[config.mk]
export PLATFORM = sky130hd
export DESIGN_NAME = fc_link_sync
export DESIGN_NICKNAME = d
export VERILOG_FILES = /design/src/rtl/fc_link_sync_pkg.sv /design/src/rtl/fc_link_sync_dp.sv /design/src/rtl/fc_link_sync_ctl.sv /design/src/rtl/fc_link_sync.sv
export SDC_FILE = /design/constraint.sdc
export NUM_CORES = 1
export LEC_CHECK = 0
export BUFFER_PORTS_ARGS = -buffer_cell sky130_fd_sc_hd__buf_2
export CAP_MARGIN = 20
export CORE_MARGIN = 4
export CORE_UTILIZATION = 40
export DETAILED_ROUTE_END_ITERATION = 7
export PLACE_DENSITY = 0.69
export SYNTH_ARGS = -nofsm -noshare
export SYNTH_HDL_FRONTEND = slang
export SYNTH_HIERARCHICAL = 1
export SYNTH_SLANG_ARGS = --single-unit
[constraint.sdc]
create_clock -name clk -period 3.25 [get_ports clk]
set_clock_uncertainty 0.15 [all_clocks]
set_input_delay 0.8125 -clock clk [delete_from_list [all_inputs] [get_ports clk]]
set_output_delay 0.8125 -clock clk [all_outputs]
set_load 0.02 [all_outputs]
[src/rtl/fc_link_sync_pkg.sv]
package fc_link_sync_pkg;

  localparam logic [7:0] SYM_K28_5 = 8'hBC;
  localparam logic [7:0] SYM_D21_4 = 8'h95;
  localparam logic [7:0] SYM_D21_5 = 8'hB5;

  typedef enum logic {
    ST_HUNT = 1'b0,
    ST_LOCK = 1'b1
  } syncState_t;

  // control -> datapath
  typedef struct packed {
    logic matchRestart;
    logic matchStart;
    logic matchAdvance;
    logic idleClear;
    logic idleBump;
    logic badClear;
    logic badBump;
    logic badDrop;
    logic goodClear;
    logic goodBump;
    logic lockSet;
    logic lockClr;
  } ctlStrobe_t;

  // datapath -> control
  typedef struct packed {
    logic charBad;
    logic idleHit;
    logic startHit;
    logic setDone;
    logic acqDone;
    logic wordEnd;
    logic wordInvalid;
    logic lossHit;
    logic cancelHit;
  } dpFlag_t;

endpackage

[src/rtl/fc_link_sync_dp.sv]
module fc_link_sync_dp
  import fc_link_sync_pkg::*;
#(
  parameter int WORD_CHARS = 4,
  parameter int ACQ_SETS   = 3,
  parameter int LOSS_WORDS = 4,
  parameter int CANCEL_RUN = 2
) (
  input  logic       clk,
  input  logic       rstN,
  input  logic       charValid,
  input  logic [7:0] charData,
  input  logic       charIsK,
  input  logic       commaSeen,
  input  logic       commaMisaligned,
  input  logic       codeViol,
  input  logic       wordBoundary,
  input  ctlStrobe_t strobe,
  output dpFlag_t    flag,
  output logic       statusBit
);

  localparam int POS_W  = (WORD_CHARS > 1) ? $clog2(WORD_CHARS) : 1;
  localparam int IDLE_W = $clog2(ACQ_SETS + 1);
  localparam int BAD_W  = $clog2(LOSS_WORDS + 1);
  localparam int GOOD_W = $clog2(CANCEL_RUN + 1);
  localparam logic [POS_W-1:0]  LAST_SLOT = POS_W'(WORD_CHARS - 1);

  logic [POS_W-1:0]  slotIdx, curSlot, matchPos;
  logic [IDLE_W-1:0] idleCnt;
  logic [BAD_W-1:0]  badCnt;
  logic [GOOD_W-1:0] goodCnt;
  logic              wordBad, wordBadNow, statusQ;
  logic [7:0]        expData;

  // word framing
  assign curSlot    = wordBoundary ? '0 : slotIdx;
  assign wordBadNow = (wordBoundary ? 1'b0 : wordBad) | codeViol | commaMisaligned;

  always_comb begin
    if (matchPos == POS_W'(1)) expData = SYM_D21_4;
    else                       expData = SYM_D21_5;
  end

  assign flag.charBad     = codeViol | commaMisaligned;
  assign flag.startHit    = (curSlot == '0) && commaSeen && charIsK && (charData == SYM_K28_5);
  assign flag.idleHit     = (matchPos == '0) ? flag.startHit
                          : (!charIsK && (charData == expData) && (curSlot == matchPos));
  assign flag.setDone     = flag.idleHit && (matchPos == LAST_SLOT);
  assign flag.acqDone     = flag.setDone && (idleCnt == IDLE_W'(ACQ_SETS - 1));
  assign flag.wordEnd     = charValid && (curSlot == LAST_SLOT);
  assign flag.wordInvalid = wordBadNow;
  assign flag.lossHit     = (badCnt == BAD_W'(LOSS_WORDS - 1));
  assign flag.cancelHit   = (goodCnt == GOOD_W'(CANCEL_RUN - 1));

  always_ff @(posedge clk or negedge rstN) begin
    if (!rstN) begin
      slotIdx <= '0;
      wordBad <= 1'b0;
    end else if (charValid) begin
      slotIdx <= flag.wordEnd ? '0 : curSlot + POS_W'(1);
      wordBad <= flag.wordEnd ? 1'b0 : wordBadNow;
    end
  end

  // idle ordered-set matcher
  always_ff @(posedge clk or negedge rstN) begin
    if (!rstN) begin
      matchPos <= '0;
      idleCnt  <= '0;
    end else begin
      if (strobe.matchRestart)      matchPos <= '0;
      else if (strobe.matchStart)   matchPos <= POS_W'(1);
      else if (strobe.matchAdvance) matchPos <= matchPos + POS_W'(1);

      if (strobe.idleClear)     idleCnt <= '0;
      else if (strobe.idleBump) idleCnt <= idleCnt + IDLE_W'(1);
    end
  end

  // invalid-word and good-run counters
  always_ff @(posedge clk or negedge rstN) begin
    if (!rstN) begin
      badCnt  <= '0;
      goodCnt <= '0;
    end else begin
      if (strobe.badClear)                       badCnt <= '0;
      else if (strobe.badBump)                   badCnt <= badCnt + BAD_W'(1);
      else if (strobe.badDrop && badCnt != '0)   badCnt <= badCnt - BAD_W'(1);

      if (strobe.goodClear)     goodCnt <= '0;
      else if (strobe.goodBump) goodCnt <= goodCnt + GOOD_W'(1);
    end
  end

  // status copy held apart from the state register
  always_ff @(posedge clk or negedge rstN) begin
    if (!rstN)              statusQ <= 1'b0;
    else if (strobe.lockSet) statusQ <= 1'b1;
    else if (strobe.lockClr) statusQ <= 1'b0;
  end

  assign statusBit = statusQ;

endmodule

[src/rtl/fc_link_sync_ctl.sv]
module fc_link_sync_ctl
  import fc_link_sync_pkg::*;
(
  input  logic       clk,
  input  logic       rstN,
  input  logic       charValid,
  input  dpFlag_t    flag,
  output ctlStrobe_t strobe,
  output logic       locked
);

  syncState_t state, stateNext;

  always_comb begin
    strobe    = '0;
    stateNext = state;
    if (charValid) begin
      unique case (state)
        ST_HUNT: begin
          if (flag.charBad) begin
            strobe.idleClear    = 1'b1;
            strobe.matchRestart = 1'b1;
          end else if (flag.idleHit) begin
            if (flag.acqDone) begin
              stateNext           = ST_LOCK;
              strobe.lockSet      = 1'b1;
              strobe.idleClear    = 1'b1;
              strobe.matchRestart = 1'b1;
              strobe.badClear     = 1'b1;
              strobe.goodClear    = 1'b1;
            end else if (flag.setDone) begin
              strobe.idleBump     = 1'b1;
              strobe.matchRestart = 1'b1;
            end else begin
              strobe.matchAdvance = 1'b1;
            end
          end else begin
            strobe.idleClear = 1'b1;
            if (flag.startHit) strobe.matchStart   = 1'b1;
            else               strobe.matchRestart = 1'b1;
          end
        end
        ST_LOCK: begin
          if (flag.wordEnd) begin
            if (flag.wordInvalid) begin
              strobe.goodClear = 1'b1;
              if (flag.lossHit) begin
                stateNext           = ST_HUNT;
                strobe.lockClr      = 1'b1;
                strobe.badClear     = 1'b1;
                strobe.idleClear    = 1'b1;
                strobe.matchRestart = 1'b1;
              end else begin
                strobe.badBump = 1'b1;
              end
            end else if (flag.cancelHit) begin
              strobe.goodClear = 1'b1;
              strobe.badDrop   = 1'b1;
            end else begin
              strobe.goodBump = 1'b1;
            end
          end
        end
        default: stateNext = ST_HUNT;
      endcase
    end
  end

  always_ff @(posedge clk or negedge rstN) begin
    if (!rstN) state <= ST_HUNT;
    else       state <= stateNext;
  end

  assign locked = (state == ST_LOCK);

endmodule

[src/rtl/fc_link_sync.sv]
module fc_link_sync
  import fc_link_sync_pkg::*;
#(
  parameter int WORD_CHARS = 4,
  parameter int ACQ_SETS   = 3,
  parameter int LOSS_WORDS = 4,
  parameter int CANCEL_RUN = 2
) (
  input  logic       clk,
  input  logic       rstN,
  input  logic       charValid,
  input  logic [7:0] charData,
  input  logic       charIsK,
  input  logic       commaSeen,
  input  logic       commaMisaligned,
  input  logic       codeViol,
  input  logic       wordBoundary,
  output logic       syncOk,
  output logic       syncStatus
);

  ctlStrobe_t strobe;
  dpFlag_t    flag;

  fc_link_sync_dp #(
    .WORD_CHARS(WORD_CHARS),
    .ACQ_SETS  (ACQ_SETS),
    .LOSS_WORDS(LOSS_WORDS),
    .CANCEL_RUN(CANCEL_RUN)
  ) u_dp (
    .clk            (clk),
    .rstN           (rstN),
    .charValid      (charValid),
    .charData       (charData),
    .charIsK        (charIsK),
    .commaSeen      (commaSeen),
    .commaMisaligned(commaMisaligned),
    .codeViol       (codeViol),
    .wordBoundary   (wordBoundary),
    .strobe         (strobe),
    .flag           (flag),
    .statusBit      (syncStatus)
  );

  fc_link_sync_ctl u_ctl (
    .clk      (clk),
    .rstN     (rstN),
    .charValid(charValid),
    .flag     (flag),
    .strobe   (strobe),
    .locked   (syncOk)
  );

endmodule

Word level (Yosys, flattened, before mapping)
Index checks and enable logic that the tools add are counted.
- $mul: 0
- divide/modulo/power cells: 0
- bitwise logic cells: 4
- $lt $le $gt $ge: 0
- shifts and indexed selects: 0
- equal/unequal tests: 9
- reduce and logical (&&, ||, !) cells: 18
- add/subtract/negate cells: 6
- multiplexer cells: 62
- operators with widths (operator ; number):
    1-bit 2-to-1 mux ; 35
    2-bit 2-to-1 mux ; 16
    12-bit 2-to-1 mux ; 1
    1-bit one-hot mux with 2 select lines ; 5
    1-bit logical AND ; 9
    3-bit 2-to-1 mux ; 3
    3-bit nonzero test ; 3
    2-bit by 1-bit adder with 2-bit output, second input constant ; 4
    8-bit == test ; 1
    8-bit == test, second input constant ; 1
    2-bit == test, second input constant ; 3
    6-bit 2-to-1 mux ; 1
    2-bit nonzero test ; 3
    5-bit 2-to-1 mux ; 1
    2-bit by 1-bit == test with 1-bit output, second input constant ; 2
    2-bit zero test ; 2
    3-bit by 1-bit adder with 3-bit output, second input constant ; 1
    3-bit by 2-bit == test with 1-bit output, second input constant ; 1
    1-bit OR ; 3
    3-bit by 1-bit subtractor with 3-bit output, second input constant ; 1
    2-bit == test ; 1
    1-bit zero test ; 1
    1-bit NOT ; 1
- memory bits (read-only): 0
- input port bits: 16
- memories kept: 0
- output and inout port bits: 2
- logic and storage cells: 107
- bits in latches: 0
- bits in writable memories: 0
- flip-flop bits (word level): 14

Longest topological paths before layout
- word-level depth: 17
- mapped depth: 13
- mapped depth without buffers: 13

Cells and area by module
The synthesis kept the hierarchy.
- modules (own cells, without submodules) (module ; cells an instance ; area an instance (µm²) ; instances ; sequential area each (µm²)):
    fc_link_sync_dp ; 96 ; 873.3 ; 1 ; 325.3
    fc_link_sync_ctl ; 30 ; 195.2 ; 1 ; 25.0

Least setup slack after synthesis
Ideal clock, no wire load.
- kind: input port to flip-flop
- start point: input wordBoundary
- end point: register u_dp.badCnt[2]
- slack: 0.274 ns
- stages: 11
- data arrival time: 2.740 ns
- required time: 3.013 ns
- path through: inv_1 nand2_1 inv_1 ha_1 and2_1 nand3_1 nor3b_1 fa_1 xnor2_1 or3_1 o211ai_1
- RTL lines (element ; line ; text):
    start: declaration ; fc_link_sync.sv:17 ; input logic wordBoundary,
    end signal: assignment ; fc_link_sync_dp.sv:88 ; else if (strobe.badBump) badCnt <= badCnt + BAD_W'(1);
    end signal: assignment ; fc_link_sync_dp.sv:89 ; else if (strobe.badDrop && badCnt != '0) badCnt <= badCnt - BAD_W'(1);
    end: declaration ; fc_link_sync_dp.sv:31 ; logic [BAD_W-1:0] badCnt;

==> impl_results.html <==
<table>
<tr><th>Metric</th><th>Value</th></tr>
<tr><th colspan="2">Die</th></tr>
<tr><td>Die width</td><td>59.7 um</td></tr>
<tr><td>Number of I/O pins</td><td>18</td></tr>
<tr><td>Vertical extent of the die</td><td>59.7 um</td></tr>
<tr><td>Effective utilization at floorplan</td><td>0.424</td></tr>
<tr><td>Area inside the core boundary</td><td>2520 um^2</td></tr>
<tr><td>Count of standard-cell rows</td><td>18</td></tr>
<tr><td>Die outline area</td><td>3560 um^2</td></tr>
<tr><th colspan="2">STA</th></tr>
<tr><td>Worst Max-Slew Pin Slew</td><td>0.374 ns</td></tr>
<tr><td>Accumulated negative setup slack</td><td>0 ns</td></tr>
<tr><td>RSZ-0062 raised after global routing</td><td>false</td></tr>
<tr><td>Hold violation count in the final report</td><td>0</td></tr>
<tr><td>Minimum clock period</td><td>3.03 ns</td></tr>
<tr><td>Relative slew slack</td><td>0.748</td></tr>
<tr><td>Setup-violating endpoint count in the final report</td><td>0</td></tr>
<tr><td>Achievable Freq</td><td>330 MHz</td></tr>
<tr><td>Final worst-path setup slack</td><td>0.223 ns</td></tr>
<tr><td>Worst hold-check slack</td><td>0.278 ns</td></tr>
<tr><td>Number of slew-limit violations in the final report</td><td>0</td></tr>
<tr><td>Period utilisation layout</td><td>0.931</td></tr>
<tr><th colspan="2">Place</th></tr>
<tr><td>Post-DP HPWL</td><td>1670 um</td></tr>
<tr><td>Port Buffer Count</td><td>17</td></tr>
<tr><td>Dpl cell area</td><td>1190 um^2</td></tr>
<tr><td>Placed cell count</td><td>173</td></tr>
<tr><td>Worst-case setup slack after placement</td><td>0.00783 ns</td></tr>
<tr><td>Final GP Congestion</td><td>0.744</td></tr>
<tr><th colspan="2">Job</th></tr>
<tr><td>Max-cap check violation count</td><td>0</td></tr>
<tr><th colspan="2">Synth</th></tr>
<tr><td>Netlist cell types</td><td>39</td></tr>
<tr><td>Synthesized instance count</td><td>126</td></tr>
<tr><td>Share of flip-flops with an asynchronous set or reset</td><td>1.00</td></tr>
<tr><td>Synth top area share</td><td>0.328</td></tr>
<tr><td>Top FF cell, synth</td><td>dfrtp_1</td></tr>
<tr><td>Number of warning messages in the yosys log</td><td>6</td></tr>
<tr><td>Portion of the post-synthesis area used by sequential elements</td><td>0.328</td></tr>
<tr><td>Dominant combinational cell family by area after synthesis</td><td>simple AND/OR/NAND/NOR gates</td></tr>
<tr><td>Largest area contributor in the synthesized netlist</td><td>dfrtp_1</td></tr>
<tr><td>Post-synthesis mux area share</td><td>0.0293</td></tr>
<tr><td>Netlist Area Pre-Place</td><td>1070 um^2</td></tr>
<tr><td>Adder and majority gate portion of the synthesized area</td><td>0.101</td></tr>
<tr><td>Number of enable flip-flop cells after synthesis</td><td>0</td></tr>
<tr><td>Register bit count reported by yosys</td><td>14</td></tr>
<tr><td>Compound-cell area share of the yosys netlist</td><td>0.152</td></tr>
<tr><td>Xor and xnor fraction of the mapped netlist area</td><td>0.0492</td></tr>
<tr><td>Post-synthesis net count</td><td>150</td></tr>
<tr><td>Simple-gate portion of the synthesized area</td><td>0.278</td></tr>
<tr><td>Mean cell area of the mapped netlist</td><td>8.48 um^2</td></tr>
<tr><td>Biggest area contributors in the synthesized netlist</td><td>dfrtp_1 33%, ha_1 8.2%, nor2_1 5.3%, inv_1 4.9%, nand2_1 4.6%</td></tr>
<tr><th colspan="2">Final layout</th></tr>
<tr><td>Net count reported at finish</td><td>172</td></tr>
<tr><td>Non-filler instance count after layout</td><td>176</td></tr>
<tr><td>Proportion of layout cells with a drive suffix above 1</td><td>0.205</td></tr>
<tr><td>Post-route cell area</td><td>1210 um^2</td></tr>
<tr><td>Fill cell count</td><td>262</td></tr>
<tr><td>Core Util, Final</td><td>0.481</td></tr>
<tr><td>Number of diodes added for antenna fixing</td><td>0</td></tr>
<tr><td>Synthesis-to-layout area growth</td><td>13.6%</td></tr>
<tr><td>Most frequent cells in the layout</td><td>17 x buf_2, 15 x nor2_1, 14 x inv_1, 14 x dfrtp_1, 13 x nand2_1</td></tr>
<tr><td>Most common library cell in the layout ignoring fill and taps</td><td>buf_2</td></tr>
<tr><th colspan="2">Drt</th></tr>
<tr><td>Detailed Route WL</td><td>2050 um</td></tr>
<tr><td>Mean routed wirelength per cell</td><td>11.7 um</td></tr>
<tr><td>Count of nets left with antenna violations after detail routing</td><td>0</td></tr>
<tr><td>Vias per std cell</td><td>5.14</td></tr>
<tr><td>Via count</td><td>905</td></tr>
<tr><td>Detailed Route Iter0 Violations</td><td>25</td></tr>
<tr><td>DRC violations left</td><td>0</td></tr>
<tr><td>Pre-antenna DRT Iters</td><td>4</td></tr>
<tr><th colspan="2">Worst setup path</th></tr>
<tr><td>Register-to-Register Setup Slack</td><td>0.22 ns</td></tr>
<tr><td>Cell with the largest stage delay on the worst path</td><td>dfrtp_1</td></tr>
<tr><td>Maximum fanout along the worst path</td><td>6</td></tr>
<tr><td>Data required time at the worst endpoint</td><td>3.31 ns</td></tr>
<tr><td>Crit Path Category</td><td>reg2reg</td></tr>
<tr><td>Most used cell along the critical path</td><td>a21oi_1</td></tr>
<tr><td>Startpoint types</td><td>flop</td></tr>
<tr><td>Largest stage delay, worst path</td><td>0.49 ns</td></tr>
<tr><td>Arrival time at the worst endpoint</td><td>3.09 ns</td></tr>
<tr><td>Endpoint type of the worst setup path</td><td>flop</td></tr>
<tr><td>Ordered cell list for the critical path</td><td>inv_1 &gt; ha_1 &gt; nor4b_1 &gt; o311ai_2 &gt; a21oi_1 &gt; and4b_1 &gt; a21oi_1 &gt; a21oi_1 &gt; nor3_2 &gt; or3_1 &gt; nand2_1</td></tr>
<tr><th colspan="2">Clock network</th></tr>
<tr><td>Reg clk slew, reported paths</td><td>0.08 ns</td></tr>
<tr><td>Later-pin clock latency in the skew report</td><td>0.27 ns</td></tr>
<tr><td># hold bufs at CTS</td><td>0</td></tr>
<tr><td>Number of H-tree levels</td><td>1</td></tr>
<tr><td>TritonCTS clock tree</td><td>built</td></tr>
<tr><td>Max Root-Sink Buffers</td><td>2</td></tr>
<tr><td>Post-CTS sizing</td><td>0</td></tr>
<tr><td>Number of post-CTS setup repair buffers</td><td>0</td></tr>
<tr><td>CTS root buf</td><td>clkbuf_4</td></tr>
<tr><td>Total CTS buffers</td><td>3</td></tr>
<tr><td>Clock tree sinks</td><td>14</td></tr>
<tr><th colspan="2">GRT</th></tr>
<tr><td>Number of global-route vias before repair</td><td>807</td></tr>
<tr><td>Total GRT Usage</td><td>0.127</td></tr>
<tr><td>Global-route wire length before repair</td><td>3460 um</td></tr>
<tr><td>Pin count of the biggest net entering global routing</td><td>15</td></tr>
<tr><td>Leftover overflow at the end of global routing</td><td>0</td></tr>
<tr><td>Number of antenna violations at the first check in global routing</td><td>0</td></tr>
<tr><th colspan="2">Power</th></tr>
<tr><td>Leakage power total</td><td>0.579 nW</td></tr>
<tr><td>Design Power</td><td>0.323 mW</td></tr>
<tr><td>VDD IR max</td><td>0.155 mV</td></tr>
<tr><td>Power density over the cells</td><td>266 nW/um^2</td></tr>
<tr><th colspan="2">Status</th></tr>
<tr><td>Result of the run</td><td>finished, final reports clean</td></tr>
<tr><th colspan="2">Min path</th></tr>
<tr><td>Type of the worst min-delay path</td><td>in2async</td></tr>
</table>
## cell usage after synthesis (2+ instances only)
| cell | number |
|---|---|
| nor2_1 | 15 |
| nor2b_1 | 3 |
| nand3_1 | 4 |
| xor2_1 | 3 |
| nor3b_1 | 2 |
| dfrtp_1 | 14 |
| a21o_1 | 2 |
| mux2i_1 | 2 |
| or3_1 | 2 |
| nor3_1 | 5 |
| o21ai_0 | 2 |
| buf_4 | 2 |
| inv_1 | 14 |
| a21boi_2 | 2 |
| nor4_1 | 2 |
| nand2_1 | 13 |
| ha_1 | 7 |
| o31a_1 | 2 |
| a21oi_1 | 8 |
| xnor2_1 | 3 |
## cells by family (layout without fill, tap and decap cells)
logic type | count (synthesis) | in the layout
xor gates and xnor gates | 6 | 6
DFF | 14 | 14
AOI/OAI and AO/OA | 22 | 22
and+or+nand+nor | 57 | 57
adders and majority gates | 8 | 8
muxes | 3 | 3
buffers and inverters | 16 | 36
## worst max-delay path: cells and delay by family (launching register included)
kind / cells / cell delay (ns)
and+or+nand+nor: 5 / 1.15
AOI/OAI and AO/OA: 4 / 0.85
buffers and inverters: 1 / 0.10
adders and majority gates: 1 / 0.22
DFF: 1 / 0.49
## where the power goes
group / internal (mW) / total (mW) / switching (mW)
clock: 0.0428 / 0.0936 / 0.0507
combinational: 0.0203 / 0.0448 / 0.0245
sequential: 0.179 / 0.185 / 0.00562
## flip-flops by register name, summed over array words and instances, names as in the netlist
register and count:
u_dp/idleCnt 2, u_dp/matchPos 2, u_dp/wordBad 1, u_dp/badCnt 3, u_ctl/locked 1, u_dp/statusBit 1, u_dp/goodCnt 2, u_dp/slotIdx 2
## final timing paths
check | endpoint | from | depth (start not counted)
max reg2reg | u_dp/badCnt[0]$_DFFE_PN0P_ | u_dp/matchPos[0]$_DFFE_PN0P_ | 11
max in group asynchronous | u_dp/idleCnt[0]$_DFFE_PN0P_ | rstN | 1
max | u_dp/badCnt[0]$_DFFE_PN0P_ | u_dp/matchPos[0]$_DFFE_PN0P_ | 11
min | u_dp/matchPos[1]$_DFFE_PN0P_ | rstN | 1
min reg2reg | u_dp/statusBit$_DFFE_PN0P_ | u_dp/statusBit$_DFFE_PN0P_ | 1
min in group clk | u_dp/statusBit$_DFFE_PN0P_ | u_dp/statusBit$_DFFE_PN0P_ | 1
## final cells by class
| class | instances | area [um^2] | share of cell area |
|---|---|---|---|
| timing repair buffer | 19 | 100 | 0.0825 |
| sequential | 14 | 350 | 0.289 |
| multi-input combinational | 96 | 651 | 0.536 |
| tap | 30 | 37.5 | 0.0309 |
| clock buffer | 3 | 22.5 | 0.0186 |
| inverter | 14 | 52.6 | 0.0433 |
## metal layers
layer,vias up,routed length (um),GRT usage
li1,480,-,-
met1,404,985,0.170
met2,19,917,0.196
met3,2,135,0.0346
met4,0,13,0.0475
met5,-,0,0
No activity file was read; power rests on OpenSTA's default activity.
